`src/rtl/ptw_pkg.sv`:
```
package ptw_pkg;
  // Entry flag positions
  localparam int FLG_V = 0;
  localparam int FLG_R = 1;
  localparam int FLG_W = 2;
  localparam int FLG_X = 3;
  localparam int FLG_U = 4;
  localparam int FLAG_W = 10;

  // Access type codes
  localparam logic [1:0] ACC_READ  = 2'd0;
  localparam logic [1:0] ACC_WRITE = 2'd1;
  localparam logic [1:0] ACC_EXEC  = 2'd2;

  typedef enum logic [1:0] {
    PTE_BAD  = 2'd0,
    PTE_NEXT = 2'd1,
    PTE_LEAF = 2'd2
  } pte_verdict_e;

  typedef enum logic [1:0] {
    S_IDLE  = 2'd0,
    S_ISSUE = 2'd1,
    S_WAIT  = 2'd2
  } walk_state_e;
endpackage

```
`src/rtl/ptw_addr_gen.sv`:
```
module ptw_addr_gen #(
  parameter int OFF_W     = 12,
  parameter int IDX_W     = 9,
  parameter int LEVELS    = 3,
  parameter int PPN_W     = 44,
  parameter int PTE_BYTES = 8,
  localparam int VA_USED  = OFF_W + IDX_W * LEVELS,
  localparam int LVL_W    = $clog2(LEVELS),
  localparam int PA_W     = PPN_W + OFF_W
) (
  input  logic [VA_USED-1:0] va,
  input  logic [LVL_W-1:0]   level,
  input  logic [PPN_W-1:0]   base_ppn,
  output logic [PA_W-1:0]    entry_addr
);
  localparam int ENT_SH = $clog2(PTE_BYTES);

  // Index field for a level: level 0 sits just above the page offset
  function automatic logic [IDX_W-1:0] pick_index(input logic [VA_USED-1:0] v,
                                                   input logic [LVL_W-1:0] lv);
    logic [IDX_W-1:0] r;
    r = '0;
    for (int l = 0; l < LEVELS; l++) begin
      if (lv == LVL_W'(l)) r = v[OFF_W + IDX_W*l +: IDX_W];
    end
    return r;
  endfunction

  // Table base (page number shifted up by the offset width) plus index times entry size
  function automatic logic [PA_W-1:0] form_addr(input logic [PPN_W-1:0] ppn,
                                                 input logic [IDX_W-1:0] idx);
    return {ppn, {OFF_W{1'b0}}} + (PA_W'(idx) << ENT_SH);
  endfunction

  assign entry_addr = form_addr(base_ppn, pick_index(va, level));
endmodule

```
`src/rtl/ptw_pte_check.sv`:
```
module ptw_pte_check
  import ptw_pkg::*;
#(
  parameter int PTE_W = 64,
  parameter int PPN_W = 44
) (
  input  logic [PTE_W-1:0] pte,
  input  logic             last_level,
  input  logic [1:0]       acc,
  input  logic             user,
  output pte_verdict_e     verdict,
  output logic [PPN_W-1:0] next_ppn
);
  logic f_v, f_r, f_w, f_x, f_u;
  logic is_pointer, perm_ok;
  logic unused_pte_bits;

  assign f_v = pte[FLG_V];
  assign f_r = pte[FLG_R];
  assign f_w = pte[FLG_W];
  assign f_x = pte[FLG_X];
  assign f_u = pte[FLG_U];
  assign is_pointer = !(f_r || f_w || f_x);
  assign next_ppn = pte[FLAG_W +: PPN_W];
  assign unused_pte_bits = ^{pte[PTE_W-1:FLAG_W+PPN_W], pte[FLAG_W-1:FLG_U+1]};

  function automatic logic access_allowed(input logic [1:0] a, input logic r,
                                          input logic w, input logic x);
    case (a)
      ACC_READ:  return r;
      ACC_WRITE: return w;
      ACC_EXEC:  return x;
      default:   return 1'b0;
    endcase
  endfunction

  assign perm_ok = access_allowed(acc, f_r, f_w, f_x) && (!user || f_u);

  always_comb begin
    if (!f_v)              verdict = PTE_BAD;
    else if (is_pointer)   verdict = last_level ? PTE_BAD : PTE_NEXT;
    else if (!last_level)  verdict = PTE_BAD;
    else if (!perm_ok)     verdict = PTE_BAD;
    else                   verdict = PTE_LEAF;
  end
endmodule

```
`src/rtl/pt_walker.sv`:
```
module pt_walker
  import ptw_pkg::*;
#(
  parameter int OFF_W     = 12,
  parameter int IDX_W     = 9,
  parameter int LEVELS    = 3,
  parameter int PPN_W     = 44,
  parameter int PTE_W     = 64,
  parameter int REQ_VA_W  = 64,
  localparam int PA_W     = PPN_W + OFF_W,
  localparam int VA_USED  = OFF_W + IDX_W * LEVELS,
  localparam int LVL_W    = $clog2(LEVELS)
) (
  input  logic                clk,
  input  logic                rst_n,
  input  logic [PPN_W-1:0]    root_ppn,
  input  logic                req_valid,
  output logic                req_ready,
  input  logic [REQ_VA_W-1:0] req_va,
  input  logic [1:0]          req_acc,
  input  logic                req_user,
  output logic                mem_req_valid,
  input  logic                mem_req_ready,
  output logic [PA_W-1:0]     mem_req_addr,
  input  logic                mem_rsp_valid,
  input  logic [PTE_W-1:0]    mem_rsp_data,
  output logic                done,
  output logic [PA_W-1:0]     done_pa,
  output logic                done_fault
);
  walk_state_e        st_q;
  logic [VA_USED-1:0] va_q;
  logic [1:0]         acc_q;
  logic               user_q;
  logic [LVL_W-1:0]   lvl_q;
  logic [PPN_W-1:0]   base_q;
  logic               done_q, fault_q;
  logic [PA_W-1:0]    pa_q;

  // Named internal events
  logic walk_accept, mem_fire, rsp_take, last_level;
  pte_verdict_e verdict;
  logic [PPN_W-1:0] next_ppn;
  logic unused_va_hi;

  assign unused_va_hi = ^req_va[REQ_VA_W-1:VA_USED];
  assign req_ready     = (st_q == S_IDLE);
  assign mem_req_valid = (st_q == S_ISSUE);
  assign walk_accept   = req_valid && req_ready;
  assign mem_fire      = mem_req_valid && mem_req_ready;
  assign rsp_take      = (st_q == S_WAIT) && mem_rsp_valid;
  assign last_level    = (lvl_q == '0);

  ptw_addr_gen #(
    .OFF_W(OFF_W), .IDX_W(IDX_W), .LEVELS(LEVELS), .PPN_W(PPN_W), .PTE_BYTES(PTE_W/8)
  ) u_addr (
    .va(va_q), .level(lvl_q), .base_ppn(base_q), .entry_addr(mem_req_addr)
  );

  ptw_pte_check #(.PTE_W(PTE_W), .PPN_W(PPN_W)) u_check (
    .pte(mem_rsp_data), .last_level(last_level), .acc(acc_q), .user(user_q),
    .verdict(verdict), .next_ppn(next_ppn)
  );

  always_ff @(posedge clk) begin
    if (!rst_n) begin
      st_q    <= S_IDLE;
      va_q    <= '0;
      acc_q   <= '0;
      user_q  <= 1'b0;
      lvl_q   <= '0;
      base_q  <= '0;
      done_q  <= 1'b0;
      fault_q <= 1'b0;
      pa_q    <= '0;
    end else begin
      done_q <= 1'b0;
      case (st_q)
        S_IDLE: if (walk_accept) begin
          va_q   <= req_va[VA_USED-1:0];
          acc_q  <= req_acc;
          user_q <= req_user;
          base_q <= root_ppn;
          lvl_q  <= LVL_W'(LEVELS - 1);
          st_q   <= S_ISSUE;
        end
        S_ISSUE: if (mem_fire) st_q <= S_WAIT;
        S_WAIT: if (rsp_take) begin
          case (verdict)
            PTE_NEXT: begin
              base_q <= next_ppn;
              lvl_q  <= lvl_q - LVL_W'(1);
              st_q   <= S_ISSUE;
            end
            PTE_LEAF: begin
              done_q  <= 1'b1;
              fault_q <= 1'b0;
              pa_q    <= {next_ppn, va_q[OFF_W-1:0]};
              st_q    <= S_IDLE;
            end
            default: begin
              done_q  <= 1'b1;
              fault_q <= 1'b1;
              pa_q    <= '0;
              st_q    <= S_IDLE;
            end
          endcase
        end
        default: st_q <= S_IDLE;
      endcase
    end
  end

  assign done       = done_q;
  assign done_pa    = pa_q;
  assign done_fault = fault_q;


  req_hold_chk: assert property (@(posedge clk) disable iff (!rst_n)
    (mem_req_valid && !mem_req_ready) |=> (mem_req_valid && $stable(mem_req_addr)));


  done_pulse_chk: assert property (@(posedge clk) disable iff (!rst_n)
    done |=> !done);


  fault_pa_zero_chk: assert property (@(posedge clk) disable iff (!rst_n)
    (done && done_fault) |-> (done_pa == '0));


  done_after_rsp_chk: assert property (@(posedge clk) disable iff (!rst_n)
    $rose(done) |-> $past(mem_rsp_valid));


  offset_pass_chk: assert property (@(posedge clk) disable iff (!rst_n)
    (done && !done_fault) |-> (done_pa[OFF_W-1:0] == va_q[OFF_W-1:0]));


  accept_starts_read_chk: assert property (@(posedge clk) disable iff (!rst_n)
    walk_accept |=> (mem_req_valid && !req_ready));
endmodule

```
`config.mk`:
```
export PLATFORM = sky130hd
export DESIGN_NAME = pt_walker
export DESIGN_NICKNAME = d
export VERILOG_FILES = /design/src/rtl/ptw_pkg.sv /design/src/rtl/ptw_addr_gen.sv /design/src/rtl/ptw_pte_check.sv /design/src/rtl/pt_walker.sv
export SDC_FILE = /design/constraint.sdc
export NUM_CORES = 1
export LEC_CHECK = 0
export BUFFER_PORTS_ARGS = -buffer_cell sky130_fd_sc_hd__buf_4
export CAP_MARGIN = 0
export CORE_UTILIZATION = 46
export DETAILED_ROUTE_END_ITERATION = 8
export PLACE_DENSITY_LB_ADDON = 0.15
export RECOVER_POWER = 50
export REMOVE_ABC_BUFFERS = 1
export SLEW_MARGIN = 5
export SYNTH_ARGS = -nofsm -noshare
export SYNTH_HDL_FRONTEND = slang
export SYNTH_SLANG_ARGS = --single-unit
```
`constraint.sdc`:
```
create_clock -name clk -period 2.1 [get_ports clk]
set_input_delay 0.63 -clock clk [delete_from_list [all_inputs] [get_ports clk]]
set_output_delay 0.63 -clock clk [all_outputs]
set_load 0.02 [all_outputs]
```
== Yosys cells after proc, flatten, opt, wreduce, memory -nomap -nowiden ==
Cells that the tools add are included.
Widths: inputs -> output; s select.

* Bitwise operators: 1
* Equal/unequal tests: 12
* Add/sub/neg operators: 2
* Multiplexer cells: 25
* Reduce and logical (&&, ||, !) cells: 17

{| class="wikitable"
|+ Operators with widths
! cell !! count
|-
| $mux 44 || 3
|-
| $pmux 56 s2 || 1
|-
| $pmux 44 s2 || 1
|-
| $add 56x12->56 || 1
|-
| $mux 9 || 3
|-
| $mux 2 || 10
|-
| $reduce_and 3->1 || 3
|-
| $eq 2x1->1 const B || 4
|-
| $eq 2x2->1 const B || 4
|-
| $logic_not 2->1 || 3
|-
| $ne 2x1->1 const B || 3
|-
| $pmux 2 s3 || 1
|-
| $logic_and 1x1->1 || 4
|-
| $pmux 2 s2 || 1
|-
| $reduce_and 4->1 || 1
|-
| $logic_or 1x1->1 || 3
|-
| $mux 1 || 3
|-
| $pmux 1 s3 || 1
|-
| $ne 2x2->1 const B || 1
|-
| $pmux 1 s2 || 1
|-
| $reduce_and 2->1 || 1
|-
| $reduce_bool 2->1 || 1
|-
| $sub 2x1->2 const B || 1
|-
| $logic_not 1->1 || 1
|-
| $not 1->1 || 1
|}

* Output and inout bits: 116
* Input bits: 180
* Bits in registers: 148
* Word-level logic and storage cells: 66

== Logic depth before layout (Yosys ltp) ==
* Depth in word-level cells: 11
* Mapped depth: 8
* Depth with buffers taken out: 6

== Modules after synthesis ==
Synthesis repeated with hierarchy kept, for this count alone.

* Cell total of the unflattened synthesis: 801
* Area, all modules: 7447.1 um^2

{| class="wikitable"
|+ Modules (own cells, without submodules)
! module !! cells each !! area an instance (um^2) !! times used !! sequential area each (um^2)
|-
| pt_walker || 680 || 6492.5 || 1 || 2962.8
|-
| ptw_addr_gen || 70 || 576.8 || 1 || 0.0
|-
| ptw_pte_check || 51 || 377.9 || 1 || 0.0
|}

== Worst setup path before layout ==
No wires, ideal clock.

* Path type: register to output
* Start: reg lvl_q[0]
* End: out mem_req_addr[11]
* Cell stages (with the launch flop): 6
* Buffers on the path: 2
* Data arrival time: 1.619 ns
* Slack: -0.149 ns
* Data required time: 1.470 ns
* Cells stage by stage: dfxtp_1 ha_1 clkbuf_1 clkbuf_1 a21oi_1 o21ai_0

* Longest elaborated chain between the ends: 5
* Elaborated cells on any way between the ends: 7
* Classes of those cells: add/sub: 1; eq/ne: 2; mux: 3; reduce/logical: 1

{| class="wikitable"
|+ RTL lines
! what !! RTL line !! text
|-
| from (decl) || pt_walker.sv:35 || <nowiki>logic [LVL_W-1:0] lvl_q;</nowiki>
|-
| from (signal assigned) || pt_walker.sv:84 || <nowiki>lvl_q <= LVL_W'(LEVELS - 1);</nowiki>
|-
| from (signal assigned) || pt_walker.sv:92 || <nowiki>lvl_q <= lvl_q - LVL_W'(1);</nowiki>
|-
| $logic_not 2->1 || ptw_addr_gen.sv:24 || <nowiki>if (lv == LVL_W'(l)) r = v[OFF_W + IDX_W*l +: IDX_W];</nowiki>
|-
| $mux 9 (2 in a row) || ptw_addr_gen.sv:24 ||
|-
| $mux 9 * || ptw_addr_gen.sv:24 ||
|-
| $add 56x12->56 * || ptw_addr_gen.sv:32 || <nowiki>return {ppn, {OFF_W{1'b0}}} + (PA_W'(idx) << ENT_SH);</nowiki>
|-
| to (decl) || pt_walker.sv:24 || <nowiki>output logic [PA_W-1:0] mem_req_addr,</nowiki>
|}

Mark *: on every way between the ends. The rest lies on a longest branch, timed or not.

== Worst setup path after layout ==
* Start: reg lvl_q[0]
* End: out mem_req_addr[6]

Same word-level chain as after synthesis.

==> results summary <==
The wire length reported by the detailed router is 18000 µm. The logic gate share of total power is 15.1%. The minimum clock period came out at 2.32 ns. The layout cell share with drive strength beyond 1 came out at 27.0%. The internal power came out at 5.41 mW. The initial antenna violation count came out at 0.

STA puts the critical path data required time at 1.47 ns. The wire length of the first global-routing pass is 26300 µm. The combined global-route utilization of all metal layers is 25.3%.

The HPWL after detailed placement is 11600 µm. Sequential cells were found to cover 49.2% of the synthesized design area. Traced cell by cell, the critical path runs through buf_6 > ha_4 > buf_12 > nor2_4 > a21oi_2 > o21ai_1 > buf_4. For this run, the leading register cell type out of synthesis is sky130_fd_sc_hd__dfxtp_1. The most area-hungry cell type in the Yosys netlist is sky130_fd_sc_hd__dfxtp_1.

Hold repair after CTS inserted 0 buffers. The post-synthesis mux area share came out at 0.353%. Once detail routing completed, the nets flagged for antenna violations numbered 0. The area share of xor/xnor cells in the synthesized design came out at 0%. The vias after detailed routing is 5836. The worst setup slack after layout came out at -0.220 ns. Synthesis instantiated 40 different standard cells from the library.

The dominant cell by count in the synthesized netlist is sky130_fd_sc_hd__nand2_1. The worst slew margin relative to its limit came out at 52.2%. The critical path is of the reg2out type.

The placeable core area came out at 12700 µm². The TritonCTS sink count came out at 148. Entering global routing, the biggest net connects 66 pins.

The highest attainable clock frequency is 431 MHz. In this run the horizontal extent of the chip is 116 µm. The cell leakage power is 3.88 nW.

The via count of the first global-routing pass came out at 5541. The clock tree from TritonCTS is done. The synthesized netlist devotes 27.5% of its cell area to compound gates.

Yosys attributes the largest share of cell area to sky130_fd_sc_hd__dfxtp_1 49%, sky130_fd_sc_hd__nand2_1 9.3%, sky130_fd_sc_hd__a22o_1 8.1%. The number of warning messages in the yosys log is 0. The number of nets in the layout is 1081.

The main combinational cell family by area after synthesis is compound AO/OA/AOI/OAI gates. The run finished, with violations left. The clock tree skew after final layout is 0.00861 ns. Clock latency on the worst-skew pair, taken at its later pin, is 0.42 ns.

The CTS root buffer is sky130_fd_sc_hd__clkbuf_16. The post-synthesis share of cell area spent on and, or, nand and nor gates came out at 16.7%. The synthesized area per cell is 9.15 µm². The adder-cell share of the synthesized area came out at 0.623%.

In this run the worst path has a maximum fanout of 6. The share of the clock period used by the worst path after layout is 110%. Setup repair after global routing could not meet its margin everywhere.

The stage delay of the slowest cell on the critical path came out at 0.36 ns. The number of placed I/O pins is 296. Using the TritonRoute via totals, the vias-per-cell ratio works out to 5.39. The synthesis-to-finish area growth came out at 42.7%. The total number of placement rows is 41. The floorplan step set the die height to 116 µm. Global routing finished with a remaining overflow of 0. The checks that failed: setup timing.

The worst vdd rail ir drop is 0.555 mV. Dividing total power by cell area gives a power density of 843 nW/µm². The top cell family by delay on the critical path is buffers and inverters. The total count of max-transition violations in the final report is 0. The slowest stage of the critical path is the sky130_fd_sc_hd__dfxtp_4 cell. The path class of the tightest hold or removal check is in2reg. The transition time of the tightest slew-check pin is 0.717 ns. In the routed design, unresolved DRC markers number 0.

In the synthesized netlist, the cells that appear most often are 149 x sky130_fd_sc_hd__nand2_1, 148 x sky130_fd_sc_hd__dfxtp_1, 56 x sky130_fd_sc_hd__a22o_1. Routability-driven placement finished with a final weighted congestion of 0.824. The maximum level of the CTS H-tree is 4. STA classifies the critical path startpoint as a flop. After the first detailed-routing iteration, the DRC count stood at 344. The area enclosed by the die boundary is 13600 µm².

The data arrival time at the worst-slack endpoint came out at 1.69 ns. The clock-pin slew of the registers on the worst-case setup and hold paths is 0.06 ns. The worst setup path is captured at an output pin. The setup slack after placement is -0.0344 ns. The synthesized design contains 0 enable-type register cells. The count of endpoints failing setup in the final report is 11.

The number of buffers and inverters on the critical path is 3. The number of antenna cells inserted came out at 0. The part of the power in registers came out at 42.0%.

The first-pass iteration count of the detailed router is 5. The number of max-cap violations came out at 0. The count of input and output buffers came out at 252. The count of mapped cells out of synthesis came out at 658.

The number of buffers created by CTS came out at 17. The mapped netlist covers 6020 µm². The starting density of the core is 47.5%. The proportion of power drawn by the clock network came out at 42.9%. The final-report hold violation count is 0.

The accumulated negative setup slack is -1.94 ns. The number of buffers between clock root and the deepest sink is 2. The reported net switching power is 1.84 mW. The proportion of total power due to net switching is 25.4%. In the final routed layout, each cell accounts on average for 16.7 µm. The total of flip-flops plus latches after synthesis came out at 148. For this run, asynchronously set or reset flops after synthesis account for 0%. Summed over its instances, the top area cell type makes up 49.2% of the synthesized netlist area.
[area by class of cell]
type                            instances  area [µm²]
Clock buffer                           23         519
Clock inverter                          8        95.1
Fill cell                            1087        4080
Inverter                                5        23.8
Multi-Input combinational cell        445        2880
Sequential cell                       148        2970
Tap cell                              172         215
Timing Repair Buffer                  281        1890
[flip-flops by register name, summed over array words and instances, names as in the netlist]
signal      flops
done_pa        56
base_q         44
va_q           39
acc_q           2
lvl_q           2
st_q            2
done            1
done_fault      1
user_q          1
[metrics by stage]
| stage | utilization, % | power, mW | instances | hold WS, ns | area (µm²) |
|---|---|---|---|---|---|
| 2_1_floorplan | - | 3.61 | 598 | 0.436 | 5710 |
| 3_3_place_gp | 63.7 | 4.17 | 1039 | 0.442 | 8070 |
| 3_5_place_dp | 63.7 | 4.21 | 1039 | 0.447 | 8070 |
| 4_1_cts | 69.1 | 7.32 | 1074 | 0.409 | 8760 |
| 5_1_grt | 67.8 | 7.54 | 1082 | 0.415 | 8590 |
| 6_report | 67.8 | 7.25 | 1082 | 0.423 | 8590 |
[final timing paths]
kind / start / end / slack, ns / depth (start not counted)
worst max register to register: lvl_q[1] / done_pa[29] / 0.01 / 9
worst min register to register: va_q[3] / va_q[3] / 0.45 / 2
worst max-delay path: lvl_q[0] / mem_req_addr[6] / -0.22 / 7
worst min-delay path: mem_rsp_data[36] / done_pa[38] / 0.42 / 2
[cell usage in the layout, fill, tap and decap left out, types with 2 or more instances in the layout]
cell type	n
sky130_fd_sc_hd__dfxtp_4	2
sky130_fd_sc_hd__buf_6	6
sky130_fd_sc_hd__inv_4	2
sky130_fd_sc_hd__nor2b_1	47
sky130_fd_sc_hd__conb_1	3
sky130_fd_sc_hd__a211oi_1	44
sky130_fd_sc_hd__dfxtp_2	2
sky130_fd_sc_hd__clkbuf_8	5
sky130_fd_sc_hd__ha_4	3
sky130_fd_sc_hd__dfxtp_1	144
sky130_fd_sc_hd__clkinv_2	4
sky130_fd_sc_hd__o211a_1	44
sky130_fd_sc_hd__clkinvlp_4	2
sky130_fd_sc_hd__nor2_1	7
sky130_fd_sc_hd__a21oi_1	42
sky130_fd_sc_hd__clkbuf_1	102
sky130_fd_sc_hd__a21oi_2	9
sky130_fd_sc_hd__nand2_1	147
sky130_fd_sc_hd__clkbuf_16	20
sky130_fd_sc_hd__a31oi_1	2
sky130_fd_sc_hd__bufinv_16	2
sky130_fd_sc_hd__buf_12	8
sky130_fd_sc_hd__o21a_1	2
sky130_fd_sc_hd__nor3_1	2
sky130_fd_sc_hd__buf_4	161
sky130_fd_sc_hd__inv_1	2
sky130_fd_sc_hd__a22o_1	56
sky130_fd_sc_hd__nand2_2	2
sky130_fd_sc_hd__o21ai_1	8
sky130_fd_sc_hd__nor2_4	5
[layer usage]
layer / part of all wire [%] / vias to the layer above / GRT usage, % / routed length (µm)
met5: 0 / - / 0 / 0
met4: 2.3 / 0 / 11.9 / 414
met3: 6.5 / 34 / 6.64 / 1170
met2: 51 / 202 / 45.0 / 9230
met1: 40 / 2798 / 28.0 / 7220
li1: - / 2802 / - / -
[logic make-up (layout without fill, tap and decap cells)]
group                    after synthesis  after routing
AND/OR/NAND/NOR                      222            222
AO/OA/AOI/OAI                        215            215
flip-flops                           148            148
buffers and inverters                 67            317
adder cells (fa/ha/maj)                3              3
multiplexers                           2              2
other                                  1              3
[what timing repair did]
item | in CTS | in global routing
gates resized for setup | 18 | 42
cloned | 1 | 2
pin swaps | 3 | 17
setup endpoints to repair | 9 | 12
setup buffers | 3 | 6
[power groups by stage]
stage          Sequential (mW)  Clock [mW]  Combinational (mW)
2_1_floorplan             3.21           0               0.406
3_3_place_gp              3.09           0                1.09
3_5_place_dp              3.10           0                1.11
4_1_cts                   3.04        3.16                1.13
5_1_grt                   3.06        3.29                1.19
6_report                  3.04        3.11                1.10
Note: power is estimated with default switching activity, not from simulation.
